### config.mk
export PLATFORM = sky130hd
export DESIGN_NAME = gpio_cfg_bank
export DESIGN_NICKNAME = d
export VERILOG_FILES = /design/src/rtl/gpio_cfg_pkg.sv /design/src/rtl/gpio_cfg_regs.sv /design/src/rtl/gpio_pin_drive.sv /design/src/rtl/gpio_in_sync.sv /design/src/rtl/gpio_cfg_bank.sv
export SDC_FILE = /design/constraint.sdc
export NUM_CORES = 1
export LEC_CHECK = 0
export BUFFER_PORTS_ARGS = -buffer_cell sky130_fd_sc_hd__buf_2
export CAP_MARGIN = 5
export CORE_MARGIN = 2
export CORE_UTILIZATION = 29
export DETAILED_ROUTE_END_ITERATION = 12
export PLACE_DENSITY = 0.51
export SLEW_MARGIN = 20
export SYNTH_ARGS = -nofsm -noshare
export SYNTH_HDL_FRONTEND = slang
export SYNTH_SLANG_ARGS = --single-unit
### constraint.sdc
create_clock -name clk -period 2.1 [get_ports clk]
set_clock_uncertainty 0.2 [all_clocks]
set_input_delay 0.105 -clock clk [delete_from_list [all_inputs] [get_ports clk]]
set_output_delay 0.105 -clock clk [all_outputs]
set_load 0.005 [all_outputs]
### src/rtl/gpio_cfg_pkg.sv
package gpio_cfg_pkg;
  localparam int SEL_W = 3;

  typedef enum logic [SEL_W-1:0] {
    SEL_STATE = 3'd0,
    SEL_DIR   = 3'd1,
    SEL_INV   = 3'd2,
    SEL_OD    = 3'd3,
    SEL_HI    = 3'd4,
    SEL_PINS  = 3'd5
  } reg_sel_e;
endpackage

### src/rtl/gpio_cfg_regs.sv
module gpio_cfg_regs
  import gpio_cfg_pkg::*;
#(
  parameter int N_PINS      = 12,
  parameter int N_GRPS      = 3,
  parameter int LOAD_CYCLES = 4,
  localparam int IMG_W = 3*N_PINS + N_GRPS + 1,
  localparam int CNT_W = $clog2(LOAD_CYCLES + 1)
) (
  input  logic              clk,
  input  logic              rst,
  input  logic [IMG_W-1:0]  dflt_image,
  input  logic              wr_en,
  input  logic [SEL_W-1:0]  wr_addr,
  input  logic [N_PINS-1:0] wr_data,
  output logic [N_PINS-1:0] live_state,
  output logic [N_PINS-1:0] live_dir,
  output logic [N_PINS-1:0] live_inv,
  output logic [N_GRPS-1:0] live_od,
  output logic              live_hi,
  output logic              load_busy
);
  logic [CNT_W-1:0] load_cnt;

  assign load_busy = (load_cnt != '0);

  always_ff @(posedge clk) begin
    if (rst) begin
      load_cnt   <= CNT_W'(LOAD_CYCLES);
      live_state <= '0;
      live_dir   <= '0;
      live_inv   <= '0;
      live_od    <= '0;
      live_hi    <= 1'b0;
    end else if (load_busy) begin
      load_cnt   <= load_cnt - 1'b1;
      live_state <= dflt_image[N_PINS-1:0];
      live_dir   <= dflt_image[2*N_PINS-1:N_PINS];
      live_inv   <= dflt_image[3*N_PINS-1:2*N_PINS];
      live_od    <= dflt_image[3*N_PINS+N_GRPS-1:3*N_PINS];
      live_hi    <= dflt_image[3*N_PINS+N_GRPS];
    end else if (wr_en) begin
      case (wr_addr)
        SEL_STATE: live_state <= wr_data;
        SEL_DIR:   live_dir   <= wr_data;
        SEL_INV:   live_inv   <= wr_data;
        SEL_OD:    live_od    <= wr_data[N_GRPS-1:0];
        SEL_HI:    live_hi    <= wr_data[0];
        default:   ;
      endcase
    end
  end
endmodule

### src/rtl/gpio_pin_drive.sv
module gpio_pin_drive #(
  parameter int N_PINS   = 12,
  parameter int GRP_SIZE = 4,
  localparam int N_GRPS = N_PINS / GRP_SIZE
) (
  input  logic              clk,
  input  logic              rst,
  input  logic [N_PINS-1:0] live_state,
  input  logic [N_PINS-1:0] live_dir,
  input  logic [N_GRPS-1:0] live_od,
  input  logic              live_hi,
  output logic [N_PINS-1:0] pad_out,
  output logic [N_PINS-1:0] pad_oe,
  output logic [N_PINS-1:0] pad_od,
  output logic [N_PINS-1:0] pad_hi
);
  for (genvar p = 0; p < N_PINS; p++) begin : g_pin
    localparam int GRP = p / GRP_SIZE;
    always_ff @(posedge clk) begin
      if (rst) begin
        pad_out[p] <= 1'b0;
        pad_oe[p]  <= 1'b0;
        pad_od[p]  <= 1'b0;
        pad_hi[p]  <= 1'b0;
      end else begin
        pad_out[p] <= live_state[p];
        pad_oe[p]  <= live_dir[p] & (~live_od[GRP] | ~live_state[p]);
        pad_od[p]  <= live_od[GRP];
        pad_hi[p]  <= live_hi & live_dir[p];
      end
    end
  end
endmodule

### src/rtl/gpio_in_sync.sv
module gpio_in_sync #(
  parameter int N_PINS = 12
) (
  input  logic              clk,
  input  logic              rst,
  input  logic [N_PINS-1:0] pad_in,
  output logic [N_PINS-1:0] pins_sync
);
  logic [N_PINS-1:0] stage1;

  always_ff @(posedge clk) begin
    if (rst) begin
      stage1    <= '0;
      pins_sync <= '0;
    end else begin
      stage1    <= pad_in;
      pins_sync <= stage1;
    end
  end
endmodule

### src/rtl/gpio_cfg_bank.sv
module gpio_cfg_bank
  import gpio_cfg_pkg::*;
#(
  parameter int N_PINS      = 12,
  parameter int GRP_SIZE    = 4,
  parameter int LOAD_CYCLES = 4
) (
  input  logic                                       clk,
  input  logic                                       rst,
  input  logic [3*N_PINS+N_PINS/GRP_SIZE:0]          dflt_image,
  input  logic                                       wr_en,
  input  logic [2:0]                                 wr_addr,
  input  logic [N_PINS-1:0]                          wr_data,
  input  logic [2:0]                                 rd_addr,
  output logic [N_PINS-1:0]                          rd_data,
  input  logic [N_PINS-1:0]                          pad_in,
  output logic [N_PINS-1:0]                          pad_out,
  output logic [N_PINS-1:0]                          pad_oe,
  output logic [N_PINS-1:0]                          pad_od,
  output logic [N_PINS-1:0]                          pad_hi
);
  localparam int N_GRPS = N_PINS / GRP_SIZE;

  logic [N_PINS-1:0] live_state, live_dir, live_inv, pins_sync, rd_next;
  logic [N_GRPS-1:0] live_od;
  logic              live_hi, load_busy;

  gpio_cfg_regs #(.N_PINS(N_PINS), .N_GRPS(N_GRPS), .LOAD_CYCLES(LOAD_CYCLES)) u_regs (
    .clk(clk), .rst(rst), .dflt_image(dflt_image),
    .wr_en(wr_en), .wr_addr(wr_addr), .wr_data(wr_data),
    .live_state(live_state), .live_dir(live_dir), .live_inv(live_inv),
    .live_od(live_od), .live_hi(live_hi), .load_busy(load_busy)
  );

  gpio_pin_drive #(.N_PINS(N_PINS), .GRP_SIZE(GRP_SIZE)) u_drive (
    .clk(clk), .rst(rst),
    .live_state(live_state), .live_dir(live_dir), .live_od(live_od), .live_hi(live_hi),
    .pad_out(pad_out), .pad_oe(pad_oe), .pad_od(pad_od), .pad_hi(pad_hi)
  );

  gpio_in_sync #(.N_PINS(N_PINS)) u_sync (
    .clk(clk), .rst(rst), .pad_in(pad_in), .pins_sync(pins_sync)
  );

  always_comb begin
    rd_next = '0;
    case (rd_addr)
      SEL_STATE: rd_next = live_state;
      SEL_DIR:   rd_next = live_dir;
      SEL_INV:   rd_next = live_inv;
      SEL_OD:    rd_next[N_GRPS-1:0] = live_od;
      SEL_HI:    rd_next[0] = live_hi;
      SEL_PINS:  rd_next = pins_sync ^ live_inv;
      default:   rd_next = '0;
    endcase
  end

  always_ff @(posedge clk) begin
    if (rst) rd_data <= '0;
    else     rd_data <= rd_next;
  end
endmodule

==> metrics.md <==
| Metric | Value |
|---|---|
| Pwr Total | 7.68 mW |
| Total congestion overflow | 0 |
| Num Clock Sinks | 118 |
| Max-slew violation count | 0 |
| Synth warn | 0 |
| Setup crit end | u_regs.live_state[3]$_SDFFE_PP0P_ |
| Register area | 2360 sq um |
| WP data required | 2.26 ns |
| Max_slew headroom | 60.9% |
| Port buffer count | 132 |
| CTS tree | done |
| Vias/cell | 4.58 |
| Final ANT Viol Nets | 0 |
| Vias in the first global route | 3,864 |
| Arr. time, crit path | 2.20 ns |
| Multi-input gate area | 2000 sq um |
| P_sw | 2.09 mW |
| Clk root buf | clkbuf_16 |
| CP cell instances | inv_2 -> ha_4 -> nor2b_4 -> clkbuf_16 -> o21ai_0 -> a21oi_1 -> dlygate4sd3_1 |
| Ant. Diodes | 0 |
| Worst-Skew Late Latency | 0.41 ns |
| Die Area | 16,900 sq um |
| Overall Global Routing Usage | 16.9% |
| Status | finished, final reports clean |
| Area added between synthesis and finish | 49.7% |
| Post-Syn Nets | 540 |
| Setup crit end kind | flip-flop |
| Io pins | 133 |
| Drt pass-1 iters | 4 |
| Synth cell types | 42 |
| Crit path launch | u_regs.load_cnt[1]$_SDFFE_PP0N_ |
| Global-route wire length before repair | 21,400 um |
| Initial antenna violation count | 0 |
| Seq pwr share | 37.0% |
| CP Launch Type | flip-flop |
| Leak | 2.98 nW |
| FILL cells | 1,547 |
| Sequential area share after synthesis | 51.3% |
| Max-Cap Viols | 0 |
| Cell-internal power | 5.58 mW |
| Crit Path Category | reg -> reg |
| Comb pwr share | 21.4% |
| Drc violations | 0 |
| Nets | 737 |
| Post-Synth XOR/XNOR Area | 2.28% |
| Seq cells post-synth | 118 |
| Pin count of the biggest net entering global routing | 45 |
| Worst-path fanout max | 6 |
| Cells after Synth | 465 |
| Synth Area in Compound Gates | 14.3% |
| Clock buffer depth | 2 |
| Core area | 15,700 sq um |
| Fin crit share | 97.5% |
| Mapped cell area | 4610 sq um |
| Async S/R FF share, synth | 0% |
| Main flop type after synthesis | dfxtp_1 |
| Largest family of logic cells by synthesized area | simple AND/OR/NAND/NOR gates |
| R2r worst-path depth | 7 |
| Post-synth EDFFs | 0 |
| CTS Buf Count | 17 |
| Critical path buffers and inverters | 3 |
| Initial Util | 29.3% |
| Die width | 130 um |
| Max frequency | 488 MHz |
| Drt wl/cell | 16.3 um |
| Family with the most delay on the worst path | buffers and inverters |
| Clock power frac | 41.6% |
| Synthesized-area fraction occupied by adder cells | 0.543% |
| H-tree levels | 4 |
| 1st-iter DRT viols | 232 |
| CTS clock-pin slew for the worst setup and hold paths | 0.06 ns |
| WHS | 0.00882 ns |
| Routed via count | 4,083 |
| Switching Share | 27.2% |
| Total Wirelength | 14,500 um |
| DP HPWL | 9840 um |
| Power per cell area | 1110 nW/um^2 |
| Crit-path slowest cell | dlygate4sd3_1 |
| Worst R2R Setup Slack | 0.05 ns |
| FP Rows | 46 |
| Die H | 130 um |
| HP Class | in -> reg |
| Slew @ Worst Pin | 0.586 ns |
| Min Tclk post-route | 2.05 ns |
| Avg Cell Area, Syn | 9.91 sq um |
| # setup viols final | 0 |
| Fin. Hold Viols | 0 |
| Worst path depth | 7 |
| Largest stage delay on the critical path | 0.56 ns |
| Worst IR drop on VDD | 0.625 mV |
| R2R Path End | u_regs.live_state[3]$_SDFFE_PP0P_ |
| Layout cells sized above 1 | 28.3% |
| Placer Congestion | 0.851 |
| Placed insts | 783 |
| Simple-Gate Fraction of Synth Area | 17.0% |
| R2R Path Start | u_regs.load_cnt[1]$_SDFFE_PP0N_ |
| Mux share of post-synthesis cell area | 8.91% |
| Post-Layout Cell Count | 891 |
registers in the layout, summed over array words and instances (netlist names):
name,cells
u_drive.pad_hi,12
u_regs.live_dir,12
u_drive.pad_out,12
u_drive.pad_od,3
rd_data,12
u_regs.live_state,12
u_regs.load_cnt,3
u_regs.live_od,3
u_sync.pins_sync,12
u_regs.live_inv,12
u_sync.stage1,12
u_regs.live_hi,1
u_drive.pad_oe,12
repair_timing:
action	in CTS	in global routing
endpoints found under the setup margin	0	11
hold endpoints to repair	57	0
setup buffers	0	2
resized for setup	0	5
hold buffers	74	0
power groups by stage:
stage / combinational [mW] / sequential, mW / clock [mW]
final: 1.64 / 2.84 / 3.19
after CTS: 1.47 / 2.83 / 3.25
after detailed placement: 1.30 / 2.88 / 0
after global routing: 1.81 / 2.88 / 3.36
after floorplan: 0.877 / 2.81 / 0
after global placement: 1.27 / 2.88 / 0
worst register-to-register path, stage by stage, from the launching register on:
cell,delay (ns)
dfxtp_1,0.31
inv_2,0.08
ha_4,0.14
nor2b_4,0.29
clkbuf_16,0.21
o21ai_0,0.07
a21oi_1,0.13
dlygate4sd3_1,0.56
kinds of logic after synthesis:
family / after synthesis
simple gates: 133
mux: 39
buf+inv: 54
flops: 118
fa+ha+maj: 2
compound gates: 107
xor+xnor: 12
stage by stage:
step                      TNS [ns]  util [%]  cell area [sq um]  setup WS (ns)
after floorplan                  0         -               4610          0.469
after global placement           0      34.5               5430          0.313
after detailed placement         0      34.5               5430          0.319
after CTS                        0      43.4               6830         0.0168
after global routing       -0.0133      43.9               6900       -0.00734
final                            0      43.9               6900         0.0521
Yosys cell counts (2+ instances only):
cell	instances	area, sq um
a31oi_1	13	81.3
a32oi_1	2	17.5
ha_1	2	25.0
o221ai_1	7	61.3
nor2b_1	45	282
buf_4	11	82.6
mux2i_1	35	350
and2_1	13	81.3
nor2_1	6	22.5
nor3_1	10	50.1
xor2_1	4	35.0
a211oi_1	19	143
o21ai_0	39	195
nand2b_1	4	25.0
clkbuf_1	14	52.6
buf_1	4	15.0
nand2_1	30	113
nor3b_1	2	15.0
dfxtp_1	118	2360
and3_1	13	81.3
xnor2_1	8	70.1
a22oi_1	4	30.0
o32ai_1	2	17.5
a21oi_1	19	95.1
and4bb_2	2	25.0
buf_2	12	60.1
mux2_2	2	22.5
inv_1	11	41.3
placed cells by master, fill, tap and decap left out, types with 3 or more instances in the layout:
cell type	count
dfxtp_1	118
o221ai_1	7
nand2_1	30
and3_1	13
a211oi_1	19
nor3_1	10
buf_2	132
inv_1	9
mux2i_1	35
clkbuf_16	20
buf_4	13
nor2b_1	44
a21oi_1	19
nand2b_1	4
nor2_1	6
dlygate4sd3_1	71
a31oi_1	13
bufinv_16	5
a22oi_1	4
and2_1	13
xnor2_1	8
o21ai_0	38
clkinvlp_4	3
xor2_1	4
per-layer routing:
metal,vias up,track usage (%),share of wire [%]
li1,2016,-,-
met1,1924,21.9,46
met2,126,26.6,47
met3,17,5.45,5.8
met4,0,6.14,1.4
met5,-,0,0
worst min path at each step:
stage	start	to	slack (ns)	cells past startpoint
6_report	wr_addr[1]	u_regs.live_state[1]$_SDFFE_PP0P_	0.009	4
5_1_grt	wr_addr[1]	u_regs.live_state[1]$_SDFFE_PP0P_	0.04	4
4_1_cts	rd_addr[0]	rd_data[11]$_SDFF_PP0_	0.12	3
3_5_place_dp	pad_in[5]	u_sync.stage1[5]$_SDFF_PP0_	0.12	2
3_3_place_gp	pad_in[1]	u_sync.stage1[1]$_SDFF_PP0_	0.12	2
2_1_floorplan	pad_in[0]	u_sync.stage1[0]$_SDFF_PP0_	0.03	1
layout make-up:
class                      instances  area share [%]
timing repair buffer             220            22.7
clock buffer                      20            6.62
inverter                          12           0.653
clock inverter                    12            2.90
multi-input combinational        293            29.0
tap                              216            3.92
sequential                       118            34.2
Note: power is estimated with default switching activity, not from simulation.
